===== src/rtl/timebase_pkg.sv =====
// Shared definitions for the divide-by-320 timebase.
// Assumes: nothing beyond IEEE 1800-2017.
package timebase_pkg;
    typedef enum logic {
        SRC_DIVIDER  = 1'b0,
        SRC_EXTERNAL = 1'b1
    } tb_src_e;
endpackage


===== src/rtl/tbd_mod_counter.sv =====
// Truncated binary up-counter. The increment is compared against the bit
// pattern of MODULUS and cleared on the same edge, so the count spans
// 0..MODULUS-1. Reports the edge at which the top bit rises.
// Assumes: no value below MODULUS carries every set bit of MODULUS.
module tbd_mod_counter #(
    parameter int CNT_W   = 8,
    parameter int MODULUS = 160
) (
    input  logic             clk,
    input  logic             rst_n,
    input  logic             clr,
    input  logic             adv,
    output logic [CNT_W-1:0] count,
    output logic             msb_rise
);
    localparam logic [CNT_W-1:0] MATCH = CNT_W'(MODULUS);
    localparam int               TOP   = CNT_W - 1;

    logic [CNT_W-1:0] inc;
    logic [CNT_W-1:0] nxt;
    logic             hit;

    // Form the next count and detect the truncation pattern.
    always_comb begin
        inc = count + 1'b1;
        hit = ((inc & MATCH) == MATCH);
        nxt = hit ? '0 : inc;
    end

    // The top bit is about to rise on this advancing edge.
    assign msb_rise = adv & ~clr & ~count[TOP] & nxt[TOP];

    // Count register with synchronous reset and mode clear.
    always_ff @(posedge clk) begin
        if (!rst_n)   count <= '0;
        else if (clr) count <= '0;
        else if (adv) count <= nxt;
    end
endmodule


===== src/rtl/tbd_toggle_stage.sv =====
// Toggle flip-flop with a one-cycle marker for its 1->0 transitions.
// Assumes: flip is a single-cycle enable in the clk domain.
module tbd_toggle_stage (
    input  logic clk,
    input  logic rst_n,
    input  logic flip,
    output logic level,
    output logic fall_tick
);
    // Invert on each flip and flag the edges that take it low.
    always_ff @(posedge clk) begin
        if (!rst_n) begin
            level     <= 1'b0;
            fall_tick <= 1'b0;
        end else begin
            level     <= level ^ flip;
            fall_tick <= flip & level;
        end
    end
endmodule


===== src/rtl/timebase_div320.sv =====
// Divide-by-320 timebase: a modulus-160 counter gives the 200 Hz level, and
// a toggle stage halves it to an exact 50% duty 100 Hz level. External mode
// clears the counter and steers ext_tick into the toggle stage.
// Assumes: ref_tick and ext_tick are one-cycle enables in the clk domain.
module timebase_div320 #(
    parameter int CNT_W   = 8,
    parameter int MODULUS = 160
) (
    input  logic clk,
    input  logic rst_n,
    input  logic ref_tick,
    input  logic ext_mode,
    input  logic ext_tick,
    output logic out_200,
    output logic out_100,
    output logic tick_100
);
    import timebase_pkg::*;

    tb_src_e          src;
    logic [CNT_W-1:0] cnt_q;
    logic             rise_200;
    logic             flip;

    // Decode the toggle source.
    always_comb begin
        src  = ext_mode ? SRC_EXTERNAL : SRC_DIVIDER;
        flip = (src == SRC_EXTERNAL) ? ext_tick : rise_200;
    end

    tbd_mod_counter #(.CNT_W(CNT_W), .MODULUS(MODULUS)) i_cnt (
        .clk      (clk),
        .rst_n    (rst_n),
        .clr      (src == SRC_EXTERNAL),
        .adv      (ref_tick),
        .count    (cnt_q),
        .msb_rise (rise_200)
    );

    tbd_toggle_stage i_tgl (
        .clk       (clk),
        .rst_n     (rst_n),
        .flip      (flip),
        .level     (out_100),
        .fall_tick (tick_100)
    );

    assign out_200 = cnt_q[CNT_W-1];
endmodule


===== config.mk =====
export PLATFORM = sky130hd
export DESIGN_NAME = timebase_div320
export DESIGN_NICKNAME = d
export VERILOG_FILES = /design/src/rtl/timebase_pkg.sv /design/src/rtl/tbd_mod_counter.sv /design/src/rtl/tbd_toggle_stage.sv /design/src/rtl/timebase_div320.sv
export SDC_FILE = /design/constraint.sdc
export NUM_CORES = 1
export LEC_CHECK = 0
export BUFFER_PORTS_ARGS = -buffer_cell sky130_fd_sc_hd__clkbuf_2
export CORE_UTILIZATION = 35
export CTS_CLUSTER_SIZE = 24
export DETAILED_ROUTE_END_ITERATION = 8
export GPL_ROUTABILITY_DRIVEN = 1
export GPL_TIMING_DRIVEN = 1
export HOLD_SLACK_MARGIN = 0.1
export PLACE_DENSITY = 0.52
export SYNTH_ARGS = -nofsm -noshare
export SYNTH_HDL_FRONTEND = slang
export SYNTH_SLANG_ARGS = --single-unit

===== constraint.sdc =====
create_clock -name clk -period 1.75 [get_ports clk]
set_clock_uncertainty 0.1 [all_clocks]
set_input_delay 0.0875 -clock clk [delete_from_list [all_inputs] [get_ports clk]]
set_output_delay 0.0875 -clock clk [all_outputs]
set_load 0.1 [all_outputs]

Word level (Yosys, flattened, before mapping)
Index checks and enable logic that the tools add are counted.
{ "totals": {"regBits": 10, "inputBits": 5, "out_inout_bits": 3, "elab_cells": 17} }
{ "classes": {"add_sub_neg": 1, "n_eq_ne": 1, "n_mux": 3, "bitwise": 8, "n_reduce_logical": 1} }
{ "ops": {"columns": ["cell", "count"], "rows": [
  ["$add 8x1->8 const B", 1],
  ["$mux 8", 1],
  ["$and 1x1->1", 4],
  ["$not 1->1", 3],
  ["$eq 2x2->1 const B", 1],
  ["$mux 1", 2],
  ["$reduce_or 2->1", 1],
  ["$xor 1x1->1", 1]
]} }

Logic depth before layout (Yosys ltp)
{ "depth": {"ltp_word": 7, "mapped_depth": 6, "ltp_nobuf": 5} }

Cells and area by module
From an unflattened synthesis, not the netlist that was laid out.
{ "hier_totals": {"hier_cells": 63, "hier_area_um2": 534.3} }
{ "by_module_without_submodules": {"columns": ["mod", "n_inst", "cells_each", "area_per_inst_um2", "seq_area_each_um2"], "rows": [
  ["tbd_mod_counter", 1, 57, 454.2, 160.2],
  ["tbd_toggle_stage", 1, 5, 65.1, 40.0],
  ["timebase_div320", 1, 1, 15.0, 0.0]
]} }

Worst setup path before layout
OpenSTA, ideal clock, no wires.
{ "synth_timing": {"kind": "flip-flop to flip-flop", "from": "reg i_cnt.count[7]", "to": "reg i_tgl.level", "setup_ns": 0.115, "arrival_ns": 1.857, "t_required_ns": 1.535, "setup_slack_ns": -0.322, "stages_incl_launch_ff": 6, "path_buffers": 0, "synth_period_minus_slack_ns": 2.072, "cell_sequence": "dfxtp_1 -> nand3b_1 -> nor3b_1 -> a22o_1 -> ha_1 -> and2_1"} }
{ "synth_via": {"elab_chain_len": 6, "word_cells_on_any_way": 8, "cone_classes": "1 x add/sub; 1 x eq/ne; 2 x mux; 4 x bitwise"} }
{ "synth_rtl": {"columns": ["element", "line", "rtl"], "rows": [
  ["from (decl)", "tbd_mod_counter.sv:13", "output logic [CNT_W-1:0] count,"],
  ["from (signal assigned)", "tbd_mod_counter.sv:37", "else if (adv) count <= nxt;"],
  ["$add 8x1->8", "tbd_mod_counter.sv:25", "inc = count + 1'b1;"],
  ["$eq 2x2->1", "tbd_mod_counter.sv:26", "hit = ((inc & MATCH) == MATCH);"],
  ["$mux 8", "tbd_mod_counter.sv:27", "nxt = hit ? '0 : inc;"],
  ["$and 1x1->1 (*)", "tbd_mod_counter.sv:31", "assign msb_rise = adv & ~clr & ~count[TOP] & nxt[TOP];"],
  ["$mux 1 (*)", "timebase_div320.sv:28", "flip = (src == SRC_EXTERNAL) ? ext_tick : rise_200;"],
  ["$xor 1x1->1 (*)", "tbd_toggle_stage.sv:16", "level <= level ^ flip;"],
  ["to (signal assigned)", "tbd_toggle_stage.sv:16", null],
  ["to (decl)", "tbd_toggle_stage.sv:7", "output logic level,"]
]} }
Mark *: on every way between the ends. The rest lies on a longest branch, timed or not.
A chain may end at the register's enable or synchronous reset.

Worst setup path in the final report
{ "layout_timing": {"from": "reg i_cnt.count[3]", "to": "reg i_tgl.level"} }
{ "layout_via": {"elab_chain_len": 6} }
{ "layout_rtl": {"columns": ["element", "line"], "rows": [
  ["$add 8x1->8 (*)", "tbd_mod_counter.sv:25"],
  ["$eq 2x2->1", "tbd_mod_counter.sv:26"],
  ["$mux 8 (*)", "tbd_mod_counter.sv:27"],
  ["$and 1x1->1 (*)", "tbd_mod_counter.sv:31"],
  ["$mux 1 (*)", "timebase_div320.sv:28"],
  ["$xor 1x1->1 (*)", "tbd_toggle_stage.sv:16"]
]} }
Marked as above.

==> results.md <==
* VDD IR-drop max at ~0.57 mV
* Slew @ Worst Pin at approximately 0.54 ns
* Final Cell Area at a little over 600 sq um
* H-tree depth at 1
* Filler cells at around 140
* Synth Area in Simple Gates at roughly a third
* Reg clk slew, reported paths at ~0.060 ns
* Leak Pwr at roughly 0.23 nW
* DR pass1 iterations at 4
* Drc violations at 0
* Initial antenna violation count at 0
* First-pass GRT wire length at about 1800 um
* Multiplexer share of the synthesized area at roughly 1.9%
* Fraction of registers with async set or reset after synthesis at 0%
* Largest net degree at the start of global routing at 12
* Total clock sinks at 10
* Final setup fails at 0
* Sequential area share after synthesis at between 30% and 40%
* Core ar. at ~0.0013 sq mm
* Worst reg-to-reg setup slack at approximately 0.25 ns
* Area Overhead vs Synth at 16.1%
* CP Launch Type: flip-flop
* Crit end category: flip-flop
* Max Root-Sink Buffers at 2
* Part of the cycle the worst path needs at between 80% and 90%
* Chip height at 40.5 um
* Reg2reg end: i_tgl.level
* WP data arrival at around 1.6 ns
* Cell Area, Placed at between 500 and 600 sq um
* Netlist cell types at 28
* Die Area at between 0.0015 and 0.002 sq mm
* Post-Synth XOR/XNOR Area at 6.75%
* Syn_nets at 65
* Seq cells post-synth at 10
* IO Port Bufs at 7
* Crit Reg-Reg Startpoint: i_cnt.count[3]
* 1st-iter DRT viols at 10
* Power Density at about 720 mW/mm^2
* HPWL after DPL at 712 um
* Req. time, crit path at around 1.8 ns
* Post-DR wirelength/cell at between 10 and 15 um
* Setup CP Type: flip-flop to flip-flop
* Hold endpoint: i_cnt.count[7]
* RSZ-0062 raised after global routing: false
* Yosys warnings at 0
* Adder-Cell Fraction of Synth Area at between 4 and 5%
* Num rows at 13
* Compound-Gate Fraction of Synth Area at about 13%
* Hold Path Cell Cnt at 3
* Run status: complete, no violations
* Chip Width at 40.5 um
* Total CTS buffers at 3
* Final hold viol count at 0
* Gpl congestion at 0.829
* Worst hold path class: primary input to flip-flop
* Share of layout cells above drive strength 1 at 26.5%
* Post-Syn Instances at 58
* Top_reg_cell synth: dfxtp_1
* Origin of the worst min-delay path: ext_mode
* Number of diodes at 0
* Achievable Freq at 667 MHz
* CTS tree: yes
* Most frequent cells in the layout: 9 x dfxtp_1, 8 x nor2_1, 7 x clkbuf_2, 4 x nand4_1, 4 x xor2_1
* Post-Route WL at approximately 950 um
* TNS Setup at 0 ns
* Slew HR at between 60 and 70%
* Drt via density at a little over 5
* Crit-path max FO at 4
* DR vias at approximately 430
* Fin crit period at roughly 1.5 ns
* Max_cap viols at 0
* Worst R2R Path Depth at 5
* Commonest non-fill, non-tap cell in the layout: dfxtp_1
* Main combinational cell family by area after synthesis: simple AND/OR/NAND/NOR gates
* Number of synthesized flops with an enable pin at 0
* Vias in the first global route at approximately 390
* Cell area after synthesis at 519 sq um
* Remaining antenna violation count at 0
* Initial Util at just under 40%
* Clk root buf: clkbuf_4
* GRT overflow at 0
* Avg Cell Area, Syn at slightly below 9 sq um
* Ports at 8
* Slew Viols, Final at 0
* Tot GR Track Use at 16.7%
* Total Nets Final at just under 80
* Worst-skew pair later-pin latency at between 0.2 and 0.3 ns
-- power by group --
part           leakage, nW  internal, mW  switching [mW]  total, mW
Clock               0.0138        0.0790          0.0701      0.149
Sequential          0.0814         0.231         0.00329      0.235
Combinational        0.137        0.0157          0.0319     0.0476
Total                0.232         0.326           0.105      0.431
-- flip-flops by register name, indices dropped and copies added, names as in the netlist --
signal / count
i_tgl.fall_tick: 1
i_cnt.count: 8
i_tgl.level: 1
-- through the flow --
stage,hold WS (ns),power (mW),util [%],instances,worst slack [ns]
2_1_floorplan,0.109,0.274,-,58,0.0315
3_3_place_gp,0.215,0.286,42.8,79,0.244
3_5_place_dp,0.214,0.286,42.8,79,0.253
4_1_cts,0.121,0.440,45.2,83,0.244
5_1_grt,0.165,0.458,45.2,83,0.132
6_report,0.128,0.431,45.2,83,0.251
-- logic make-up after synthesis --
group,after synthesis
AO/OA/AOI/OAI,9
XOR/XNOR,4
adder cells (fa/ha/maj),2
buffers and inverters,4
flip-flops,10
multiplexers,1
AND/OR/NAND/NOR,28
-- layout make-up --
| type | count | area, sq um | area share (%) |
|---|---|---|---|
| Sequential cell | 10 | 201 | 33.4 |
| Inverter | 2 | 7.51 | 1.24 |
| Multi-Input combinational cell | 44 | 300 | 49.8 |
| Clock buffer | 3 | 22.5 | 3.73 |
| Tap cell | 15 | 18.8 | 3.11 |
| Timing Repair Buffer | 9 | 52.6 | 8.71 |
-- layer usage --
metal | GRT usage (%) | wire [um] | share of wire, % | vias to the layer above
met4 | 5.00 | 13 | 1.4 | 0
met5 | 0 | 0 | 0 | -
li1 | - | - | - | 230
met1 | 20.1 | 493 | 52 | 186
met3 | 8.89 | 53 | 5.6 | 2
met2 | 25.4 | 393 | 41 | 10
-- Yosys cell counts, drive strengths merged (2+ instances only) --
library cell | count | area, sq um
nand3 | 4 | 25.0
nor2 | 8 | 30.0
nand4 | 4 | 25.0
nand2 | 3 | 13.8
and2 | 2 | 12.5
dfxtp | 10 | 200
xor2 | 4 | 35.0
inv | 2 | 7.51
a21oi | 3 | 15.0
ha | 2 | 25.0
-- how the worst max path moves through the flow --
stage	slack (ns)	depth (start not counted)	to	from
2_1_floorplan	0.03	5	i_tgl.level	i_cnt.count[7]
6_report	0.25	5	i_tgl.level	i_cnt.count[3]
3_5_place_dp	0.25	5	i_tgl.level	i_cnt.count[0]
5_1_grt	0.13	5	i_tgl.level	i_cnt.count[3]
4_1_cts	0.24	5	i_tgl.level	i_cnt.count[3]
3_3_place_gp	0.24	5	i_tgl.level	i_cnt.count[0]
-- worst max-delay path: stages (launching register included) --
cell and delay (ns):
dfxtp_1 0.40, nand3_2 0.14, nor2_1 0.22, a22o_1 0.17, ha_1 0.22, and2_1 0.15
-- timing repair --
item	CTS	global route
resized for setup	0	0
setup buffers	0	0
hold buffers	1	0
endpoints found under the hold margin	2	0
No activity file was read; power rests on OpenSTA's default activity.
